File: config.mk
export PLATFORM = sky130hd
export DESIGN_NAME = burst_strobe_gen
export DESIGN_NICKNAME = d
export VERILOG_FILES = /design/src/rtl/bstrb_pkg.sv /design/src/rtl/bstrb_sequencer.sv /design/src/rtl/bstrb_lane_mask.sv /design/src/rtl/burst_strobe_gen.sv
export SDC_FILE = /design/constraint.sdc
export NUM_CORES = 1
export LEC_CHECK = 0
export BUFFER_PORTS_ARGS = -buffer_cell sky130_fd_sc_hd__buf_2
export CAP_MARGIN = 20
export CORE_ASPECT_RATIO = 1.5
export CORE_MARGIN = 2
export CORE_UTILIZATION = 40
export CTS_CLUSTER_DIAMETER = 30
export DETAILED_ROUTE_END_ITERATION = 10
export GPL_TIMING_DRIVEN = 0
export PLACE_DENSITY = 0.71
export SLEW_MARGIN = 20
export SYNTH_ARGS = -nofsm -noshare
export SYNTH_HDL_FRONTEND = slang
export SYNTH_SLANG_ARGS = --single-unit
export TNS_END_PERCENT = 30
File: constraint.sdc
create_clock -name clk -period 7.6 [get_ports clk]
set_input_delay 0 -clock clk [delete_from_list [all_inputs] [get_ports clk]]
set_output_delay 0 -clock clk [all_outputs]
set_load 0.005 [all_outputs]
File: src/rtl/bstrb_pkg.sv
package bstrb_pkg;
   typedef enum logic {
      SEQ_IDLE = 1'b0,
      SEQ_BEAT = 1'b1
   } seq_state_e;
endpackage

File: src/rtl/bstrb_sequencer.sv
module bstrb_sequencer
   import bstrb_pkg::*;
#(
   parameter int ADDR_W   = 32,
   parameter int LEN_W    = 8,
   parameter int SIZE_W   = 3,
   parameter int MAX_SIZE = 3
) (
   input  logic              clk,
   input  logic              rst_n,
   input  logic              cmd_valid,
   input  logic [ADDR_W-1:0] cmd_addr,
   input  logic [SIZE_W-1:0] cmd_size,
   input  logic [LEN_W-1:0]  cmd_len,
   output logic              cmd_ready,
   input  logic              beat_ready,
   output logic              beat_valid,
   output logic [ADDR_W-1:0] cur_addr,
   output logic [SIZE_W-1:0] cur_size,
   output logic              is_last
);
   localparam logic [SIZE_W-1:0] SIZE_CAP = SIZE_W'(MAX_SIZE);

   seq_state_e        state_q;
   logic [LEN_W-1:0]  remain_q;
   logic [SIZE_W-1:0] size_eff;
   logic              take_cmd;
   logic              take_beat;

   assign size_eff  = (cmd_size > SIZE_CAP) ? SIZE_CAP : cmd_size;
   assign cmd_ready = (state_q == SEQ_IDLE);
   assign take_cmd  = cmd_valid && cmd_ready;
   assign beat_valid = (state_q == SEQ_BEAT);
   assign take_beat = beat_valid && beat_ready;
   assign is_last   = beat_valid && (remain_q == '0);

   always_ff @(posedge clk or negedge rst_n) begin
      if (!rst_n) begin
         state_q  <= SEQ_IDLE;
         remain_q <= '0;
         cur_addr <= '0;
         cur_size <= '0;
      end else if (take_cmd) begin
         state_q  <= SEQ_BEAT;
         remain_q <= cmd_len;
         cur_addr <= cmd_addr;
         cur_size <= size_eff;
      end else if (take_beat) begin
         if (remain_q == '0) begin
            state_q <= SEQ_IDLE;
         end else begin
            remain_q <= remain_q - 1'b1;
            cur_addr <= cur_addr + (ADDR_W'(1) << cur_size);
         end
      end
   end
endmodule

File: src/rtl/bstrb_lane_mask.sv
module bstrb_lane_mask #(
   parameter int LANES  = 8,
   parameter int SIZE_W = 3
) (
   input  logic [$clog2(LANES)-1:0] ofs,
   input  logic [SIZE_W-1:0]        size,
   output logic [LANES-1:0]         strb
);
   localparam int OFS_W = $clog2(LANES);
   localparam int SUM_W = OFS_W + 2;

   logic [SUM_W-1:0] width_b;
   logic [SUM_W-1:0] lo_b;
   logic [SUM_W-1:0] hi_b;

   assign width_b = SUM_W'(1) << size;
   assign lo_b    = SUM_W'(ofs);
   assign hi_b    = lo_b + width_b;

   for (genvar ln = 0; ln < LANES; ln++) begin : g_lane
      assign strb[ln] = (SUM_W'(ln) >= lo_b) && (SUM_W'(ln) < hi_b);
   end
endmodule

File: src/rtl/burst_strobe_gen.sv
module burst_strobe_gen #(
   parameter int DATA_W = 64,
   parameter int ADDR_W = 32,
   parameter int LEN_W  = 8,
   parameter int SIZE_W = 3
) (
   input  logic                clk,
   input  logic                rst_n,
   input  logic                cmd_valid,
   output logic                cmd_ready,
   input  logic [ADDR_W-1:0]   cmd_addr,
   input  logic [SIZE_W-1:0]   cmd_size,
   input  logic [LEN_W-1:0]    cmd_len,
   output logic                beat_valid,
   input  logic                beat_ready,
   output logic [ADDR_W-1:0]   beat_addr,
   output logic [DATA_W/8-1:0] beat_strb,
   output logic                beat_last
);
   localparam int LANES    = DATA_W / 8;
   localparam int OFS_W    = $clog2(LANES);
   localparam int MAX_SIZE = OFS_W;

   if ((DATA_W % 8) != 0 || LANES < 2 || (1 << OFS_W) != LANES) begin : g_bad_width
      $error("burst_strobe_gen: DATA_W must be a power-of-two byte multiple of at least 16");
   end
   if (ADDR_W < OFS_W + 1) begin : g_bad_addr
      $error("burst_strobe_gen: ADDR_W too narrow for the lane offset");
   end
   if ((1 << SIZE_W) <= MAX_SIZE) begin : g_bad_size
      $error("burst_strobe_gen: SIZE_W cannot encode the full bus width");
   end

   logic [SIZE_W-1:0] cur_size;

   bstrb_sequencer #(
      .ADDR_W  (ADDR_W),
      .LEN_W   (LEN_W),
      .SIZE_W  (SIZE_W),
      .MAX_SIZE(MAX_SIZE)
   ) u_seq (
      .clk       (clk),
      .rst_n     (rst_n),
      .cmd_valid (cmd_valid),
      .cmd_addr  (cmd_addr),
      .cmd_size  (cmd_size),
      .cmd_len   (cmd_len),
      .cmd_ready (cmd_ready),
      .beat_ready(beat_ready),
      .beat_valid(beat_valid),
      .cur_addr  (beat_addr),
      .cur_size  (cur_size),
      .is_last   (beat_last)
   );

   bstrb_lane_mask #(
      .LANES (LANES),
      .SIZE_W(SIZE_W)
   ) u_mask (
      .ofs (beat_addr[OFS_W-1:0]),
      .size(cur_size),
      .strb(beat_strb)
   );
endmodule

==> results.sh, run 1 <==
export IMPL_status="complete, no violations"
export IMPL_cp_required_ns=7.60
export IMPL_clk_path_buf_depth=2
export IMPL_hold_class="primary input to register"
export IMPL_cts_buffers_inserted=5
export IMPL_dieArea_um2=8420
export IMPL_routed_wl_mm=9.05
export IMPL_dp_hpwl_mm=6.54
export IMPL_tns_ns=0
export IMPL_synth_edf_count=0
export IMPL_cp_cell_sequence="buf_4 > nor3_1 > ha_1 > inv_1 > fa_1 > nand3b_1 > nor3_1 > o21bai_2 > nor2_1 > a2111oi_0 > buf_2"
export IMPL_post_route_min_period_ns=2.91
export IMPL_critical_path_top_delay_family="compound AO/OA/AOI/OAI gates"
export IMPL_grt_usage_pct=22.7
export IMPL_start_kind="register"
export IMPL_antenna_left=0
export IMPL_synth_cell_area_um2=3070
export IMPL_finalClockSkew_ns=0.00492
export IMPL_final_common_cell="buf_2"
export IMPL_yosys_area_share_simple_pct=27.6
export IMPL_dieWidth_um=75.6
export IMPL_synth_seq_cells=44
export IMPL_netlist_area_leader_share_pct=35.8
export IMPL_core_area_um2=7510
export IMPL_ir_drop_mv=0.199
export IMPL_nets=548
export IMPL_wl_per_cell_um=15.2
export IMPL_crit_type="register to output port"
export IMPL_leakage_nw=1.85
export IMPL_cts_tree="yes"
export IMPL_max_stage_delay_ns=0.43
export IMPL_drive_above_1_share_pct=26.8
export IMPL_drtIter0Drc=228
export IMPL_muxShareOfSynthArea_pct=0
export IMPL_clk_pin_slew_ns=0.07
export IMPL_clock_root_buffer="clkbuf_16"
export IMPL_setup_viol=0
export IMPL_drc_errors=0
export IMPL_max_cap_viol_count=0
export IMPL_yosys_area_top_type="dfrtp_1"
export IMPL_finalHoldViolations=0
export IMPL_crit_path_top_delay_cell="a2111oi_0"
export IMPL_slew_headroom_pct=35.6
export IMPL_cellPowerDensity_nw_per_um2=336
export IMPL_m1WireLength_mm=3.72
export IMPL_start_util_pct=40.9
export IMPL_final_max_slew_violation_count=0
export IMPL_n_fill_cell=719
export IMPL_holdWs_ns=0.00741
export IMPL_wl_met2_mm=4.75
export IMPL_synth_xor_area_share_pct=8.26
export IMPL_synth_top_family_by_area="simple AND/OR/NAND/NOR gates"
export IMPL_via_count=3144
export IMPL_io_pins=90
export IMPL_synth_area_leaders="dfrtp_1 36%, nand2_1 6.1%, xnor2_1 4.8%, nor2_1 4.2%, o21ai_0 4.1%"
export IMPL_cts_sinks=44
export IMPL_dr_pass1_iters=4
export IMPL_final_cell_mix="90 x buf_2, 50 x nand2_1, 44 x dfrtp_1"
export IMPL_core_rowCount=39
export IMPL_cp_arrival_ns=2.91
export IMPL_grt_max_degree=45
export IMPL_cp_common_cell="nor3_1"
export IMPL_synthAdderAreaFrac_pct=4.23
export IMPL_synth_compound_area_share_pct=19.8
export IMPL_endpoint_kind="output port"
export IMPL_finalCritPeriodShare_pct=38.3
export IMPL_syn_to_final_growth_pct=37.6
export IMPL_yosysSeqAreaShare_pct=35.8
export IMPL_synthFlopType="dfrtp_1"
export IMPL_synthDistinctLibCells=57
export IMPL_port_buffers=89
export IMPL_gr_total_overflow=0
export IMPL_synth_warnings=0
export IMPL_tightestPinTransition_ns=0.966
export IMPL_fmax_ghz=0.344
export IMPL_path_buf_inv=3
export IMPL_cts_htree_levels=2
export IMPL_antenna_found_initial=0
export IMPL_grt_pass1_vias=3110
export IMPL_synthesis_nets=411
export IMPL_rsz0062_at_grt="no"
export IMPL_diodes=0
export IMPL_routed_wl_met3_um=293
export IMPL_async_flop_share_pct=100
export IMPL_grt_pass1_wl_mm=14.7
export IMPL_via_per_inst=5.28
export IMPL_synth_cells=355
export IMPL_die_y_um=111
export IMPL_gp_congestion=0.877
export IMPL_clock_latency_ns=0.29
export IMPL_avgSynthCellArea_um2=8.66
export IMPL_cts_resized=0
export IMPL_power_w=0.00142
export IMPL_critPathMaxFanout=10
export IMPL_top_layer_used="met4"
==> worst reg2reg max path, delay by kind of cell (launching register included) <==
| family | cells | cell delay (ns) |
|---|---|---|
| adders and majority gates | 2 | 0.66 |
| and+or+nand+nor | 5 | 1.26 |
| AOI/OAI and AO/OA | 2 | 0.32 |
| DFF | 1 | 0.36 |
| buffers and inverters | 2 | 0.24 |
==> per-layer routing <==
| metal | vias up | GRT usage (%) |
|---|---|---|
| met5 | - | 0 |
| met1 | 1496 | 27.6 |
| met2 | 93 | 39.5 |
| met3 | 20 | 2.44 |
| met4 | 0 | 9.12 |
| li1 | 1535 | - |
==> stage by stage <==
| step | utilization [%] | worst slack (ns) | instance area (um2) | cells |
|---|---|---|---|---|
| after floorplan | - | 4.96 | 3070 | 355 |
| after detailed placement | 48.5 | 4.74 | 3650 | 546 |
| after global routing | 56.3 | 4.52 | 4230 | 595 |
| after global placement | 48.5 | 4.79 | 3650 | 546 |
| final | 56.3 | 4.69 | 4230 | 595 |
| after CTS | 56.3 | 4.72 | 4230 | 595 |
==> sequential cells by signal, summed over array words and instances, names as in the netlist <==
name and flops:
u_seq.cur_addr 32, u_seq.remain_q 8, u_seq.cur_size 3, u_seq.beat_valid 1
==> cell type report <==
type                            instances  area, um2  share of cell area [%]
Clock buffer                            5        125                    2.96
Tap cell                              102        128                    3.02
Sequential cell                        44       1100                    26.0
Inverter                               12       45.0                    1.06
Multi-Input combinational cell        282       1840                    43.5
Timing Repair Buffer                  130        858                    20.3
Buffer                                 17       88.8                    2.10
Clock inverter                          3       46.3                    1.09
==> worst paths after layout <==
| path | start | end | slack [ns] | depth (start not counted) |
|---|---|---|---|---|
| hold reg to reg | u_seq.remain_q[1]$_DFFE_PN0P_ | u_seq.remain_q[1]$_DFFE_PN0P_ | 0.59 | 2 |
| max in group asynchronous | rst_n | u_seq.cur_addr[15]$_DFFE_PN0P_ | 6.96 | 2 |
| setup / recovery | u_seq.cur_size[1]$_DFFE_PN0P_ | beat_strb[0] | 4.69 | 11 |
| hold / removal | cmd_addr[31] | u_seq.cur_addr[31]$_DFFE_PN0P_ | 0.007 | 3 |
| min in group asynchronous | rst_n | u_seq.remain_q[3]$_DFFE_PN0P_ | 0.25 | 2 |
| setup reg to reg | u_seq.cur_size[1]$_DFFE_PN0P_ | u_seq.cur_addr[12]$_DFFE_PN0P_ | 4.71 | 11 |
==> where the power goes <==
part,switching (W),internal [W]
logic,0.000370,0.000325
clock network,0.000101,0.000156
registers,0.000127,0.000343
total,0.000597,0.000825
==> logic make-up after synthesis <==
family                     count (synthesis)
DFF                                       44
buffers and inverters                     29
xor gates and xnor gates                  29
AOI/OAI and AO/OA                         86
and+or+nand+nor                          157
adders and majority gates                 10
==> timing repair <==
item                                   CTS  global route
endpoints found under the hold margin   84             0
setup buffers                            0             0
hold buffers                            41             0
==> cells in the mapped netlist (2+ instances only) <==
cell      number
nand2_1       50
dfrtp_1       44
nor2_1        34
o21ai_0       25
xnor2_1       17
a21oi_1       16
a31oi_1       12
inv_1         12
xor2_1        12
clkbuf_1      11
and3_1        10
nand3_1        9
ha_1           8
nand4_1        8
o21ai_1        8
nor3_1         7
or3_1          6
a211oi_2       5
nor3b_1        4
nand3b_1       3
nor2b_1        3
nor3_2         3
nor4_2         3
a211oi_1       2
a21o_1         2
a21oi_2        2
and2_1         2
and3b_1        2
buf_2          2
buf_4          2
buf_6          2
nand3_2        2
nand3_4        2
o31ai_1        2
Note: power is estimated with default switching activity, not from simulation.
==> inputs of run 2 (changes only) <==
- ABC_AREA: default -> 1
- PLACE_DENSITY: 0.71 -> 0.7
- clock period: 7.6 -> 2.7 ns (I/O delays scaled with it)
==> run 2 against run 1 <==
  * The flow now finishes with violations (negative hold slack)
  * Clock power grew to 2.8 times the previous value
  * Via count is 27% higher
  * Register-to-register slack worse by 4.5 ns
  * Sequential power grew to 2.8 times the previous value
  * Critical path type unchanged
  * Highest routed layer unchanged
==> results.sh, run 2 <==
export IMPL_start_util_pct=41.3
export IMPL_synth_area_leaders="dfrtp_1 30%, nand2_1 13%, inv_1 6.5%, nor2_1 5.9%, nand3_1 4.9%"
export IMPL_largest_register="u_seq.cur_addr"
export IMPL_clock_latency_ns=0.30
export IMPL_core_area_um2=8830
export IMPL_p_int_w=0.00243
export IMPL_grt_pass1_vias=3794
export IMPL_synth_cells=528
export IMPL_final_cell_mix="127 x nand2_1, 95 x buf_2, 61 x inv_1"
export IMPL_ir_drop_mv=0.722
export IMPL_gp_congestion=0.922
export IMPL_r2r_cells=18
export IMPL_clockPowerShare_pct=15.9
export IMPL_switching_share_pct=46.4
export IMPL_dpl_cell_area_um2=4230
export IMPL_port_buffers=89
export IMPL_cts_sinks=44
export IMPL_drtIter0Drc=221
export IMPL_whs_path_depth=3
export IMPL_clk_pin_slew_ns=0.07
export IMPL_synth_most_common_cell="nand2_1"
export IMPL_largest_reg_flops=32
export IMPL_synth_cell_area_um2=3640
export IMPL_final_common_cell="nand2_1"
export IMPL_endpoint_kind="output port"
export IMPL_cellPowerDensity_nw_per_um2=985
export IMPL_tns_ns=0
export IMPL_synth_warnings=0
export IMPL_fmax_ghz=0.382
export IMPL_antenna_left=0
export IMPL_cts_buffers_inserted=5
export IMPL_rsz0062_at_grt="yes"
export IMPL_final_max_slew_violation_count=0
export IMPL_wl_per_cell_um=15.7
export IMPL_async_flop_share_pct=100
export IMPL_dp_hpwl_mm=8.74
export IMPL_p_seq_share_pct=28.8
export IMPL_cts_htree_levels=2
export IMPL_crit_type="register to output port"
export IMPL_drive_above_1_share_pct=27.4
export IMPL_yosysSeqAreaShare_pct=30.2
export IMPL_yosys_top_cells_count="128 x nand2_1, 63 x inv_1, 57 x nor2_1, 44 x dfrtp_1, 36 x nand3_1"
export IMPL_synthDistinctLibCells=49
export IMPL_status="complete, but fails checks"
export IMPL_yosys_area_top_type="dfrtp_1"
export IMPL_cp_required_ns=2.70
export IMPL_regToRegStartpoint="u_seq.cur_size[0]$_DFFE_PN0P_"
export IMPL_rr_endpoint="u_seq.cur_addr[22]$_DFFE_PN0P_"
export IMPL_grt_pass1_wl_mm=18.4
export IMPL_place_ws_ns=0.159
export IMPL_r2r_slack_ns=0.19
export IMPL_dieWidth_um=81.9
export IMPL_antenna_found_initial=0
export IMPL_core_rowCount=42
export IMPL_finalHoldViolations=1
export IMPL_p_sw_w=0.00211
export IMPL_hold_class="primary input to register"
export IMPL_cp_arrival_ns=2.62
export IMPL_nets=698
export IMPL_synth_seq_cells=44
export IMPL_cts_tree="yes"
export IMPL_violations="negative hold slack"
export IMPL_tightestPinTransition_ns=0.639
export IMPL_dr_pass1_iters=5
export IMPL_critPathMaxFanout=6
export IMPL_n_fill_cell=918
export IMPL_dieArea_um2=9900
export IMPL_reg_top3="u_seq.cur_addr: 32 flops, u_seq.remain_q: 8 flops, u_seq.cur_size: 3 flops"
export IMPL_die_y_um=121
export IMPL_slew_headroom_pct=57.4
export IMPL_routed_wl_mm=11.9
export IMPL_post_route_min_period_ns=2.62
export IMPL_clock_root_buffer="clkbuf_16"
export IMPL_via_per_inst=5.32
export IMPL_drc_errors=0
export IMPL_hold_path_end="u_seq.cur_addr[5]$_DFFE_PN0P_"
export IMPL_min_from="cmd_addr[5]"
export IMPL_holdWs_ns=-0.00185
export IMPL_finalCritPeriodShare_pct=97.0
export IMPL_synth_edf_count=0
export IMPL_avgSynthCellArea_um2=6.90
export IMPL_grt_max_degree=45
export IMPL_clk_path_buf_depth=2
export IMPL_syn_to_final_growth_pct=26.7
export IMPL_combPwrFrac_pct=55.3
export IMPL_start_kind="register"
export IMPL_leakage_nw=2.29
export IMPL_io_pins=90
export IMPL_grt_usage_pct=24.1
export IMPL_setup_viol=0
export IMPL_worst_slack_ns=0.0799
export IMPL_gr_total_overflow=0
export IMPL_finalClockSkew_ns=0.00405
export IMPL_fin_area_um2=4610
export IMPL_synthFlopType="dfrtp_1"
export IMPL_diodes=0
export IMPL_via_count=4006
export IMPL_synthesis_nets=584
export IMPL_max_cap_viol_count=0
export IMPL_netlist_area_leader_share_pct=30.2
==> run 2: cell count changes in the layout (fill, tap and decap cells not counted), sizes merged, moves of 9 or more <==
cell,previous run,this run
a21oi,18,28
dlygate4sd3,41,14
a31oi,12,0
nand3,13,40
inv,13,69
o21ai,33,42
nor2,35,63
buf,95,108
xnor2,17,3
nand2,50,144
==> run 2: kinds of logic after synthesis <==
kind of cell / count (synthesis) / share of synthesized area [%]
DFF: 44 / 30.2
AOI/OAI and AO/OA: 92 / 15.5
and+or+nand+nor: 288 / 38.2
adders and majority gates: 9 / 3.30
xor gates and xnor gates: 7 / 1.68
buffers and inverters: 88 / 11.1
==> run 2: worst max-delay path: stages, from the launching register on <==
cell and delay (ns):
dfrtp_1 0.38, buf_6 0.13, nor3_4 0.20, ha_2 0.23, inv_2 0.04, fa_2 0.38, xnor2_1 0.30, inv_1 0.12
nand2_2 0.11, nor3_2 0.04, nor4_1 0.23, buf_2 0.16
==> run 2: worst max path at each step <==
stage,startpoint,end,slack [ns],cells past startpoint
final,u_seq.cur_size[0]$_DFFE_PN0P_,beat_strb[0],0.08,11
after global routing,u_seq.cur_size[0]$_DFFE_PN0P_,beat_strb[0],-0.09,11
after CTS,u_seq.cur_size[1]$_DFFE_PN0P_,beat_strb[0],0.03,15
after detailed placement,u_seq.cur_size[1]$_DFFE_PN0P_,u_seq.cur_addr[18]$_DFFE_PN0P_,0.16,16
after global placement,u_seq.cur_size[1]$_DFFE_PN0P_,u_seq.cur_addr[22]$_DFFE_PN0P_,0.19,18
after floorplan,u_seq.cur_size[1]$_DFFE_PN0P_,u_seq.cur_addr[22]$_DFFE_PN0P_,0.42,18
==> run 2: layout make-up <==
class / count / area, um2 / area share, %
Inverter: 69 / 267 / 5.78
Timing Repair Buffer: 107 / 618 / 13.4
Clock buffer: 6 / 129 / 2.79
Clock inverter: 2 / 35.0 / 0.759
Sequential cell: 44 / 1100 / 23.9
Buffer: 19 / 144 / 3.12
Tap cell: 110 / 138 / 2.98
Multi-Input combinational cell: 396 / 2180 / 47.3
==> run 2: per-layer routing <==
layer	part of all wire, %	track usage, %	vias up
met1	40	28.4	1891
li1	-	-	1968
met5	0	0	-
met4	1.8	7.50	0
met2	53	44.3	134
met3	5.2	2.90	13
==> run 2: power groups by stage <==
stage	logic [W]	clock network [W]	registers, W
2_1_floorplan	0.00162	0	0.00123
3_3_place_gp	0.00227	0	0.00129
3_5_place_dp	0.00234	0	0.00130
4_1_cts	0.00236	0.000726	0.00129
5_1_grt	0.00283	0.000748	0.00135
6_report	0.00251	0.000721	0.00131
==> run 2: repair_timing <==
action | CTS | global route
gates resized for setup | 0 | 16
setup endpoints to repair | 0 | 11
endpoints found under the hold margin | 54 | 1
buffers inserted | 0 | 4
hold buffers | 13 | 1
==> run 2: per-stage QoR <==
step | power (W) | instances | utilization [%]
after floorplan | 0.00286 | 528 | -
after CTS | 0.00438 | 748 | 51.2
final | 0.00454 | 753 | 52.3
after global placement | 0.00357 | 727 | 47.9
after detailed placement | 0.00364 | 727 | 47.9
after global routing | 0.00493 | 753 | 52.3
==> inputs of run 3 (changes only) <==
- CAP_MARGIN: 20 -> default
- CORE_UTILIZATION: 40 -> 35
- PLACE_DENSITY: 0.7 -> 0.63
==> run 3 against run 2 <==
  * Register-to-register slack better by 0.03 ns
  * Utilization is 6.9 points lower
  * The run now ends clean
  * Worst hold slack better by 0.0061 ns
==> results.sh, run 3 (synthesis results as in run 2) <==
export IMPL_nets=696
export IMPL_fmax_ghz=0.393
export IMPL_antenna_found_initial=0
export IMPL_start_kind="register"
export IMPL_core_rowCount=45
export IMPL_grt_max_degree=45
export IMPL_finalCritPeriodShare_pct=94.2
export IMPL_drtIter0Drc=235
export IMPL_syn_to_final_growth_pct=26.2
export IMPL_final_cells=758
export IMPL_slew_headroom_pct=58.2
export IMPL_cellPowerDensity_nw_per_um2=971
export IMPL_r2r_slack_ns=0.22
export IMPL_critPathMaxFanout=5
export IMPL_die_y_um=129
export IMPL_grt_pass1_wl_mm=18.8
export IMPL_gr_total_overflow=0
export IMPL_largest_reg_flops=32
export IMPL_cts_tree="yes"
export IMPL_antenna_left=0
export IMPL_r2r_cells=18
export IMPL_crit_type="register to output port"
export IMPL_wl_per_cell_um=15.7
export IMPL_tightestPinTransition_ns=0.627
export IMPL_routed_wl_mm=11.9
export IMPL_via_per_inst=5.23
export IMPL_gp_congestion=0.904
export IMPL_port_buffers=89
export IMPL_dr_pass1_iters=4
export IMPL_final_cell_mix="127 x nand2_1, 95 x buf_2, 63 x inv_1"
export IMPL_drc_errors=0
export IMPL_hold_class="primary input to register"
export IMPL_min_from="cmd_addr[5]"
export IMPL_finalHoldViolations=0
export IMPL_diodes=0
export IMPL_reg_top3="u_seq.cur_addr: 32 flops, u_seq.remain_q: 8 flops, u_seq.cur_size: 3 flops"
export IMPL_clk_pin_slew_ns=0.06
export IMPL_final_common_cell="nand2_1"
export IMPL_cts_htree_levels=2
export IMPL_via_count=3962
export IMPL_core_area_um2=10100
export IMPL_setup_viol=0
export IMPL_cts_buffers_inserted=5
export IMPL_dieWidth_um=87.3
export IMPL_status="complete, no violations"
export IMPL_io_pins=90
export IMPL_post_route_min_period_ns=2.54
export IMPL_leakage_nw=2.28
export IMPL_clock_latency_ns=0.29
export IMPL_max_cap_viol_count=0
export IMPL_rr_endpoint="u_seq.cur_addr[22]$_DFFE_PN0P_"
export IMPL_dieArea_um2=11300
export IMPL_endpoint_kind="output port"
export IMPL_whs_path_depth=3
export IMPL_hold_path_end="u_seq.cur_addr[5]$_DFFE_PN0P_"
export IMPL_dp_hpwl_mm=8.95
export IMPL_cts_sinks=44
export IMPL_start_util_pct=35.9
export IMPL_final_max_slew_violation_count=0
export IMPL_ir_drop_mv=0.306
export IMPL_grt_pass1_vias=3838
export IMPL_finish_utilization_pct=45.4
export IMPL_finalClockSkew_ns=0.00923
export IMPL_clock_root_buffer="clkbuf_16"
export IMPL_clk_path_buf_depth=2
export IMPL_cp_arrival_ns=2.54
export IMPL_largest_register="u_seq.cur_addr"
export IMPL_grt_usage_pct=21.4
export IMPL_drive_above_1_share_pct=27.0
export IMPL_place_inst=734
export IMPL_cp_required_ns=2.70
export IMPL_regToRegStartpoint="u_seq.cur_size[0]$_DFFE_PN0P_"
-- run 3: metrics by stage --
stage,hold WS (ns),power (W),cell area (um2),worst slack [ns],TNS [ns]
after detailed placement,0.221,0.00364,4230,0.151,0
final,0.00427,0.00446,4600,0.157,0
after global placement,0.224,0.00360,4230,0.195,0
after global routing,0.00915,0.00489,4600,-0.0127,-0.0127
after floorplan,-0.296,0.00286,3640,0.420,0
after CTS,0.00172,0.00432,4510,0.0309,0
-- run 3: final cells by class --
type                    count  area (um2)
inverters                  69         267
repair buffers            105         601
fillers                  1037        5540
clock buffers               7         143
clock inverters             1        7.51
multi-input cells         396        2190
flip-flops and latches     44        1100
well taps                 117         146
plain buffers              19         144
-- run 3: how the worst max path moves through the flow --
stage,from,endpoint,cells past startpoint
CTS,u_seq.cur_size[1]$_DFFE_PN0P_,beat_strb[0],15
finish,u_seq.cur_size[0]$_DFFE_PN0P_,beat_strb[0],15
global placement,u_seq.cur_size[1]$_DFFE_PN0P_,u_seq.cur_addr[18]$_DFFE_PN0P_,16
detailed placement,u_seq.cur_size[1]$_DFFE_PN0P_,u_seq.cur_addr[22]$_DFFE_PN0P_,18
global route,u_seq.cur_size[0]$_DFFE_PN0P_,beat_strb[0],15
floorplan,u_seq.cur_size[1]$_DFFE_PN0P_,u_seq.cur_addr[22]$_DFFE_PN0P_,18
-- run 3: report_power, final --
part / total, W / switching [W] / leakage [nW] / internal (W)
Combinational: 0.00250 / 0.00145 / 1.66 / 0.00106
Sequential: 0.00132 / 0.000381 / 0.551 / 0.000936
Clock: 0.000641 / 0.000272 / 0.0701 / 0.000369
Total: 0.00446 / 0.00210 / 2.28 / 0.00236
-- run 3: routing by layer --
layer	vias to the layer above	track usage, %	wire [um]
met3	19	3.08	496
met4	0	9.05	362
li1	1962	-	-
met5	-	0	0
met1	1866	24.5	4760
met2	115	38.9	6270
-- run 3: timing repair --
item	4_1_cts	5_1_grt
gates resized for setup	0	15
endpoints found under the setup margin	0	14
hold buffers	13	0
endpoints found under the hold margin	54	0
setup buffers	0	3
-- run 3: worst max-delay path: stages, from the launching register on --
cell	delay [ns]
dfrtp_1	0.38
buf_6	0.13
nor3_4	0.16
ha_2	0.19
inv_1	0.05
fa_2	0.36
inv_1	0.08
a21oi_2	0.06
nand2_1	0.06
nand2_1	0.06
o21ai_2	0.09
nor2_4	0.07
nand2_2	0.11
nor3_1	0.05
nor4_1	0.23
buf_2	0.16
